==> config.mk <==
export PLATFORM = sky130hd
export DESIGN_NAME = charge_pulse_gen
export DESIGN_NICKNAME = d
export VERILOG_FILES = /design/src/rtl/ctpg_pkg.sv /design/src/rtl/ctpg_datapath.sv /design/src/rtl/ctpg_ctrl.sv /design/src/rtl/charge_pulse_gen.sv
export SDC_FILE = /design/constraint.sdc
export NUM_CORES = 1
export LEC_CHECK = 0
export BUFFER_PORTS_ARGS = -buffer_cell sky130_fd_sc_hd__buf_2
export CAP_MARGIN = 20
export CELL_PAD_IN_SITES_DETAIL_PLACEMENT = 1
export CELL_PAD_IN_SITES_GLOBAL_PLACEMENT = 2
export CORE_MARGIN = 4
export CORE_UTILIZATION = 25
export CTS_CLUSTER_SIZE = 28
export DETAILED_ROUTE_END_ITERATION = 10
export GPL_TIMING_DRIVEN = 0
export PLACE_DENSITY_LB_ADDON = 0.1
export SLEW_MARGIN = 20
export SYNTH_ARGS = -nofsm -noshare
export SYNTH_HDL_FRONTEND = slang
export SYNTH_SLANG_ARGS = --single-unit
==> constraint.sdc <==
create_clock -name clk -period 2.48 [get_ports clk]
set_input_delay 0.372 -clock clk [delete_from_list [all_inputs] [get_ports clk]]
set_output_delay 0.372 -clock clk [all_outputs]
set_load 0.005 [all_outputs]
==> src/rtl/ctpg_pkg.sv <==
package ctpg_pkg;

  typedef enum logic [1:0] {
    PH_IDLE = 2'd0,
    PH_HIGH = 2'd1,
    PH_EXT  = 2'd2,
    PH_LOW  = 2'd3
  } phase_e;

  // control -> datapath strobes
  typedef struct packed {
    logic loadCfg;
    logic clrCnt;
    logic stepSweep;
  } ctrlStrobe_t;

  // datapath -> control status
  typedef struct packed {
    logic hiDone;
    logic extDone;
    logic loDone;
    logic spreadOn;
  } dpStatus_t;

endpackage

==> src/rtl/ctpg_datapath.sv <==
module ctpg_datapath
  import ctpg_pkg::*;
#(
  parameter int HIGH_W = 4,
  parameter int LOW_W  = 4,
  parameter int DEV_W  = 7
) (
  input  logic              clk,
  input  logic              rstN,
  input  logic              pgTick,
  input  logic              ssTick,
  input  logic [HIGH_W-1:0] cfgHighLen,
  input  logic [LOW_W-1:0]  cfgLowLen,
  input  logic [DEV_W-1:0]  cfgSpreadDev,
  input  logic              cfgSpreadEn,
  input  phase_e            phase,
  input  ctrlStrobe_t       strobe,
  output dpStatus_t         status
);

  localparam int BASE_W = (HIGH_W > LOW_W) ? HIGH_W : LOW_W;
  localparam int CNT_W  = (BASE_W > DEV_W) ? BASE_W : DEV_W;

  logic [HIGH_W-1:0] hiLenQ;
  logic [LOW_W-1:0]  loLenQ;
  logic [DEV_W-1:0]  devQ;
  logic              spreadEnQ;
  logic [CNT_W-1:0]  phaseCnt;
  logic [DEV_W-1:0]  sweepQ;
  logic              sweepUp;
  logic              cntStep;

  // configuration frozen at start
  always_ff @(posedge clk or negedge rstN) begin
    if (!rstN) begin
      hiLenQ    <= '0;
      loLenQ    <= '0;
      devQ      <= '0;
      spreadEnQ <= 1'b0;
    end else if (strobe.loadCfg) begin
      hiLenQ    <= cfgHighLen;
      loLenQ    <= cfgLowLen;
      devQ      <= cfgSpreadDev;
      spreadEnQ <= cfgSpreadEn;
    end
  end

  // one counter shared by all phases; the tick source depends on the phase
  always_comb begin
    unique case (phase)
      PH_HIGH, PH_LOW: cntStep = pgTick;
      PH_EXT:          cntStep = ssTick;
      default:         cntStep = 1'b0;
    endcase
  end

  always_ff @(posedge clk or negedge rstN) begin
    if (!rstN) begin
      phaseCnt <= '0;
    end else if (strobe.clrCnt) begin
      phaseCnt <= '0;
    end else if (cntStep) begin
      phaseCnt <= phaseCnt + CNT_W'(1);
    end
  end

  // triangular sweep 0..devQ, one step per pulse
  always_ff @(posedge clk or negedge rstN) begin
    if (!rstN) begin
      sweepQ  <= '0;
      sweepUp <= 1'b1;
    end else if (strobe.loadCfg) begin
      sweepQ  <= '0;
      sweepUp <= 1'b1;
    end else if (strobe.stepSweep && spreadEnQ) begin
      if (sweepUp) begin
        if (sweepQ == devQ) begin
          sweepUp <= 1'b0;
          sweepQ  <= (devQ == '0) ? '0 : sweepQ - DEV_W'(1);
        end else begin
          sweepQ  <= sweepQ + DEV_W'(1);
        end
      end else begin
        if (sweepQ == '0) begin
          sweepUp <= 1'b1;
          sweepQ  <= (devQ == '0) ? '0 : DEV_W'(1);
        end else begin
          sweepQ  <= sweepQ - DEV_W'(1);
        end
      end
    end
  end

  always_comb begin
    status.hiDone   = (phase == PH_HIGH) && pgTick && (phaseCnt == CNT_W'(hiLenQ));
    status.extDone  = (phase == PH_EXT)  && ssTick && (phaseCnt == CNT_W'(sweepQ));
    status.loDone   = (phase == PH_LOW)  && pgTick && (phaseCnt == CNT_W'(loLenQ));
    status.spreadOn = spreadEnQ;
  end

endmodule

==> src/rtl/ctpg_ctrl.sv <==
module ctpg_ctrl
  import ctpg_pkg::*;
(
  input  logic        clk,
  input  logic        rstN,
  input  logic        startReq,
  input  logic        stopReq,
  input  dpStatus_t   status,
  output ctrlStrobe_t strobe,
  output phase_e      phaseQ,
  output logic        pulseOut,
  output logic        cycleEnd
);

  phase_e phaseD;
  logic   stopPending;

  always_comb begin
    phaseD   = phaseQ;
    strobe   = '0;
    cycleEnd = 1'b0;
    unique case (phaseQ)
      PH_IDLE: begin
        if (startReq) begin
          phaseD         = PH_HIGH;
          strobe.loadCfg = 1'b1;
          strobe.clrCnt  = 1'b1;
        end
      end
      PH_HIGH: begin
        if (status.hiDone) begin
          phaseD        = status.spreadOn ? PH_EXT : PH_LOW;
          strobe.clrCnt = 1'b1;
        end
      end
      PH_EXT: begin
        if (status.extDone) begin
          phaseD        = PH_LOW;
          strobe.clrCnt = 1'b1;
        end
      end
      PH_LOW: begin
        if (status.loDone) begin
          cycleEnd         = 1'b1;
          strobe.stepSweep = 1'b1;
          strobe.clrCnt    = 1'b1;
          phaseD           = (stopPending || stopReq) ? PH_IDLE : PH_HIGH;
        end
      end
      default: phaseD = PH_IDLE;
    endcase
  end

  always_ff @(posedge clk or negedge rstN) begin
    if (!rstN) begin
      phaseQ      <= PH_IDLE;
      stopPending <= 1'b0;
    end else begin
      phaseQ <= phaseD;
      if (phaseQ == PH_IDLE) begin
        stopPending <= startReq && stopReq;
      end else begin
        stopPending <= stopPending || stopReq;
      end
    end
  end

  assign pulseOut = (phaseQ == PH_HIGH) || (phaseQ == PH_EXT);

endmodule

==> src/rtl/charge_pulse_gen.sv <==
module charge_pulse_gen
  import ctpg_pkg::*;
#(
  parameter int HIGH_W = 4,
  parameter int LOW_W  = 4,
  parameter int DEV_W  = 7
) (
  input  logic              clk,
  input  logic              rstN,
  input  logic              pgTick,
  input  logic              ssTick,
  input  logic [HIGH_W-1:0] cfgHighLen,
  input  logic [LOW_W-1:0]  cfgLowLen,
  input  logic [DEV_W-1:0]  cfgSpreadDev,
  input  logic              cfgSpreadEn,
  input  logic              startReq,
  input  logic              stopReq,
  output logic              pulseOut,
  output logic [1:0]        phase,
  output logic              cycleEnd
);

  ctrlStrobe_t strobe;
  dpStatus_t   status;
  phase_e      phaseQ;

  ctpg_ctrl u_ctrl (
    .clk      (clk),
    .rstN     (rstN),
    .startReq (startReq),
    .stopReq  (stopReq),
    .status   (status),
    .strobe   (strobe),
    .phaseQ   (phaseQ),
    .pulseOut (pulseOut),
    .cycleEnd (cycleEnd)
  );

  ctpg_datapath #(
    .HIGH_W (HIGH_W),
    .LOW_W  (LOW_W),
    .DEV_W  (DEV_W)
  ) u_dp (
    .clk          (clk),
    .rstN         (rstN),
    .pgTick       (pgTick),
    .ssTick       (ssTick),
    .cfgHighLen   (cfgHighLen),
    .cfgLowLen    (cfgLowLen),
    .cfgSpreadDev (cfgSpreadDev),
    .cfgSpreadEn  (cfgSpreadEn),
    .phase        (phaseQ),
    .strobe       (strobe),
    .status       (status)
  );

  assign phase = phaseQ;

endmodule

==> Yosys cells after proc, flatten, opt, wreduce, memory -nomap -nowiden <==
Index checks and enable logic that the tools add are counted.
{ "word_totals": {"elab_cells": 72, "regBits": 34, "in_bits": 22, "out_inout_bits": 4} }
{ "classes": {"add_sub_neg": 3, "n_mux": 32, "eq_ne": 11, "n_reduce_logical": 17} }
{ "op_table": {"columns": ["op", "count"], "rows": [
  ["7-bit two-way mux", 8],
  ["1-bit two-way mux", 15],
  ["7-bit by 1-bit adder with 7-bit output (second input constant)", 2],
  ["7-bit by 4-bit == test with 1-bit output", 2],
  ["7-bit == test", 2],
  ["7-bit logical NOT", 2],
  ["2-bit two-way mux", 6],
  ["1-bit logical AND", 8],
  ["2-bit inequality test (second input constant)", 4],
  ["2-bit one-hot mux with 4 select lines", 1],
  ["7-bit by 1-bit subtractor with 7-bit output (second input constant)", 1],
  ["2-bit == test (second input constant)", 2],
  ["1-bit one-hot mux with 4 select lines", 1],
  ["4-bit AND reduction", 1],
  ["2-bit nonzero test", 2],
  ["2-bit by 1-bit == test with 1-bit output (second input constant)", 1],
  ["2-bit logical NOT", 1],
  ["1-bit logical OR", 2],
  ["1-bit one-hot mux with 2 select lines", 1],
  ["2-bit OR reduction", 1]
]} }

==> Longest topological paths before layout <==
{ "logic_depth": {"word_depth": 8, "ltp_mapped": 8, "ltp_nobuf": 8} }

==> Hierarchy <==
From an unflattened synthesis, not the netlist that was laid out.
{ "unflattened": {"hier_cells": 233, "hier_area_um2": 2269.7} }
{ "by_module_without_submodules": {"columns": ["module", "area_each_um2", "n_inst", "seq_area_each_um2", "cells_per_inst"], "rows": [
  ["ctpg_datapath", 1975.6, 1, 777.0, 206],
  ["ctpg_ctrl", 294.0, 1, 75.1, 27]
]} }

==> Worst setup path before layout <==
OpenSTA, ideal clock, no wires.
{ "synth_timing": {"path_kind": "flip-flop to flip-flop", "from": "register u_ctrl.phaseQ[0]", "to": "register u_dp.sweepQ[4]", "arrival_ns": 1.912, "slack_ns": 0.499, "required_time_ns": 2.411, "path_stages_with_launch": 9, "path_cell_list": "dfrtp_1 > inv_1 > ha_1 > a21bo_2 > a31oi_1 > nor4b_4 > nand2b_2 > or3_1 > nand3_1"} }
{ "synth_via": {"elab_chain_cells": 7, "elab_cells_between_ends": 10} }
{ "synth_lines": {"columns": ["item", "line", "text"], "rows": [
  ["start: declaration", "ctpg_ctrl.sv:10", "output phase_e phaseQ,"],
  ["start signal: assignment", "ctpg_ctrl.sv:59", "phaseQ <= phaseD;"],
  ["2-bit == test", "ctpg_datapath.sv:97, ctpg_ctrl.sv:22", null],
  ["1-bit logical AND (2 in series)", "ctpg_datapath.sv:97", "status.loDone = (phase == PH_LOW) && pgTick && (phaseCnt == CNT_W'(loLenQ));"],
  ["2-bit two-way mux", "ctpg_ctrl.sv:43", "if (status.loDone) begin"],
  ["1-bit two-way mux", "ctpg_ctrl.sv:22", "unique case (phaseQ)"],
  ["1-bit logical AND", "ctpg_datapath.sv:75", "end else if (strobe.stepSweep && spreadEnQ) begin"],
  ["2-bit nonzero test (no line)", null, null],
  ["end signal: assignment", "ctpg_datapath.sv:79", "sweepQ <= (devQ == '0) ? '0 : sweepQ - DEV_W'(1);"],
  ["end signal: assignment", "ctpg_datapath.sv:81", "sweepQ <= sweepQ + DEV_W'(1);"],
  ["end signal: assignment", "ctpg_datapath.sv:86", "sweepQ <= (devQ == '0) ? '0 : DEV_W'(1);"],
  ["end: declaration", "ctpg_datapath.sv:29", "logic [DEV_W-1:0] sweepQ;"]
]} }
Parallel ways exist; a longest one is shown, timed or not.
A chain may end at the register's enable or synchronous reset.

==> Final worst setup path <==
{ "layout_timing": {"from": "register u_dp.devQ[3]", "to": "register u_dp.sweepQ[2]"} }
{ "layout_via": {"elab_chain_cells": 6, "elab_cells_between_ends": 7} }
{ "layout_lines": {"columns": ["item", "line", "text"], "rows": [
  ["start: declaration", "ctpg_datapath.sv:26", "logic [DEV_W-1:0] devQ;"],
  ["start signal: assignment", "ctpg_datapath.sv:43", "devQ <= cfgSpreadDev;"],
  ["7-bit logical NOT", "ctpg_datapath.sv:79", null],
  ["7-bit two-way mux", "ctpg_datapath.sv:79", null],
  ["7-bit two-way mux (*)", "ctpg_datapath.sv:77", "if (sweepQ == devQ) begin"],
  ["7-bit two-way mux (*)", "ctpg_datapath.sv:76", "if (sweepUp) begin"],
  ["7-bit two-way mux (*)", "ctpg_datapath.sv:75", null],
  ["7-bit two-way mux (*)", "ctpg_datapath.sv:72", "end else if (strobe.loadCfg) begin"]
]} }
Every way passes the cells marked *; elsewhere a longest branch is shown, timed or not. The select of a mux whose other input is x is not followed.

==> metrics.txt <==
first-pass detailed-route iteration total 5; post-synthesis instance area 0.00225 mm²; share of the clock period used by the worst path after layout 90.2%; global routing usage on met2 19.4%; Top FF cell, synth sky130_fd_sc_hd__dfrtp_1; area growth from synthesis to layout 16.9%; Synth area leader sky130_fd_sc_hd__dfrtp_1; buffer depth of the longest clock path 2; outcome finished clean; Port-buffer cells 24; total overflow reported by the global router 0; Antenna Cells 0; Worst Setup Start Kind register; number of distinct library cells after synthesis 46; Reg area 852 µm²; Setup-failing EPs final 0; ratio of cells with drive above 1 in the final layout 28.1%; leak pwr 1.11 nW; IO Count 26; root buf cell sky130_fd_sc_hd__clkbuf_8; most common cell in the netlist sky130_fd_sc_hd__dfrtp_1; type of element capturing the critical path register; Starting Density 25.8%; time the final worst path needs with I/O delays and setup 2.24 ns; average wire length per cell after detail routing 16.1 µm; number of global-route vias before repair 1,848; standard-cell row count 34; class of the most critical setup path reg -> reg; required time of the critical path 2.65 ns; met3 Usage GRT 2.37%; net count after synthesis 254; layout net count 286; horizontal die dimension 103 µm; FF-to-FF path depth 6; global-route wire length before repair 9810 µm; largest clock skew in the final design 0.00531 ns; FMAX 447 MHz; clock-pin slew on the worst setup and hold paths 0.08 ns; Worst Setup SP u_dp.devQ[3]$_DFFE_PN0P_; number of violations of the max-capacitance limit 0; total number of vias 1,702; Syn. warnings 0; met1 Usage GRT 17.2%; sequential cell area fraction in the yosys report 37.9%; Final Max Slew Viols 0; count of H-tree levels built during CTS 2; layer with the highest usage after global routing met2; Crit Path Max Fanout 4; maximum number of pins on one net before global-route repair 35; number of design rule violations left after detail routing 0; core region area 0.00872 mm²; worst skew pair latency 0.29 ns; RSZ-0062 raised after global routing false; Post-Route Setup TNS 0 ns; mean cell area of the mapped netlist 10.1 µm²; area share of the largest cell type after synthesis 36.7%; Fin. Hold Viols 0; number of clock sinks 34; Filler Cells Inserted 1,002; via count normalized by instance count 4.68; TritonCTS clock tree yes; post-route total power 2.87 mW; DRT iter0 DRCs 33; transition time at the pin with the least slew margin 0.834 ns; floorplan die area 0.0106 mm²; top cells by area in the synthesized netlist sky130_fd_sc_hd__dfrtp_1 (37%), sky130_fd_sc_hd__xnor2_1 (11%), sky130_fd_sc_hd__mux2_2 (9.0%); most frequent cells after synthesis sky130_fd_sc_hd__dfrtp_1 (33), sky130_fd_sc_hd__xnor2_1 (27), sky130_fd_sc_hd__nand2_1 (20); clock buffer count from CTS 5; signal arrival time at the worst endpoint 2.41 ns; GP Congestion 0.700; worst reg2reg path startpoint u_dp.devQ[3]$_DFFE_PN0P_; type of the tightest min-delay check in -> async; normalized max-slew margin 44.4%; Post-synth EDFFs 0; IR Drop Worst-Case VDD 350 µV; total wire length after detailed routing 5860 µm; detailed placer's ending HPWL 4420 µm; Async SR Flop Fraction 100%; pwr dens 1090 mW/mm²; footprint of the multi-input gates 0.00129 mm²; number of antenna violations at the first check in global routing 0; number of synthesized register bits 34; vertical extent of the die 103 µm; synthesized instance count 223; gr usage total 12.3%; remaining antenna violation count 0; WHS 0.173 ns
[layout make-up]
cell class                      count  area share [%]
Buffer                             12            3.00
Clock buffer                        6            2.76
Clock inverter                      2            1.43
Inverter                            9            1.29
Multi-Input combinational cell    168            49.1
Sequential cell                    34            32.4
Tap cell                          108            5.14
Timing Repair Buffer               25            4.85
[worst max-delay path, stage by stage (launching register included)]
cell and delay (ns):
sky130_fd_sc_hd__dfrtp_1 0.42, sky130_fd_sc_hd__or4_1 0.54, sky130_fd_sc_hd__nor4_2 0.41, sky130_fd_sc_hd__nor4b_4 0.35, sky130_fd_sc_hd__nand2b_2 0.21, sky130_fd_sc_hd__or3_1 0.10, sky130_fd_sc_hd__nand3_1 0.08
[logic make-up after synthesis]
kind of cell	after synthesis	synth area share (%)
AO/OA/AOI/OAI	26	8.01
XOR/XNOR	31	12.1
adder cells (fa/ha/maj)	9	5.01
buffers and inverters	21	4.95
flip-flops	34	37.9
multiplexers	22	10.8
AND/OR/NAND/NOR	80	21.3
[path summary, 6_finish.rpt]
kind | end | slack, ns
max | u_dp.sweepQ[2]$_DFFE_PN0P_ | 0.24
min | u_dp.phaseCnt[1]$_DFFE_PN0P_ | 0.17
max reg2reg | u_dp.sweepQ[2]$_DFFE_PN0P_ | 0.24
min reg2reg | u_dp.loLenQ[2]$_DFFE_PN0P_ | 0.54
max in group asynchronous | u_dp.sweepQ[3]$_DFFE_PN0P_ | 1.78
min in group clk | u_dp.loLenQ[3]$_DFFE_PN0P_ | 0.30
[sequential cells by signal, summed over array words and instances (netlist names)]
signal / flops
u_dp.loLenQ: 4
u_dp.phaseCnt: 7
u_ctrl.phaseQ: 2
u_dp.sweepQ: 7
u_ctrl.stopPending: 1
u_dp.devQ: 7
u_dp.spreadEnQ: 1
u_dp.hiLenQ: 4
u_dp.sweepUp: 1
[where the power goes]
| part | switching (mW) | internal, mW | leakage (nW) |
|---|---|---|---|
| registers | 0.178 | 0.758 | 0.427 |
| logic | 0.742 | 0.656 | 0.637 |
| clock network | 0.233 | 0.300 | 0.0514 |
[layer usage]
metal,vias up,routed length (µm)
li1,837,-
met1,838,2960
met2,21,2670
met3,6,157
met4,0,71
met5,-,0
[metrics by stage]
stage / utilization [%] / std cells / setup WS, ns / cell area [µm²]
after floorplan: - / 223 / 0.499 / 2250
after global placement: 28.7 / 355 / 0.0126 / 2500
after detailed placement: 28.7 / 355 / 0.00104 / 2500
after CTS: 30.0 / 363 / 0.165 / 2620
after global routing: 30.1 / 364 / 0.0671 / 2630
final: 30.1 / 364 / 0.243 / 2630
[cells in the final DEF (no fill, tap or decap), drive strengths merged, types with 3 or more instances in the layout]
| cell | instances |
|---|---|
| nor2 | 13 |
| mux2i | 4 |
| o21ai | 9 |
| buf | 31 |
| dfrtp | 33 |
| nor4 | 4 |
| nor2b | 3 |
| mux2 | 18 |
| a21oi | 5 |
| nand3 | 19 |
| nand2 | 21 |
| nor4b | 4 |
| clkbuf | 12 |
| nor3 | 3 |
| ha | 9 |
| xnor2 | 27 |
| inv | 9 |
| or3 | 3 |
| xor2 | 4 |
[repair_timing]
action	4_1_cts	5_1_grt
setup buffers	0	1
endpoints found under the hold margin	0	0
hold buffers	0	0
endpoints found under the setup margin	3	11
resized for setup	1	3
Note: power is estimated with default switching activity, not from simulation.
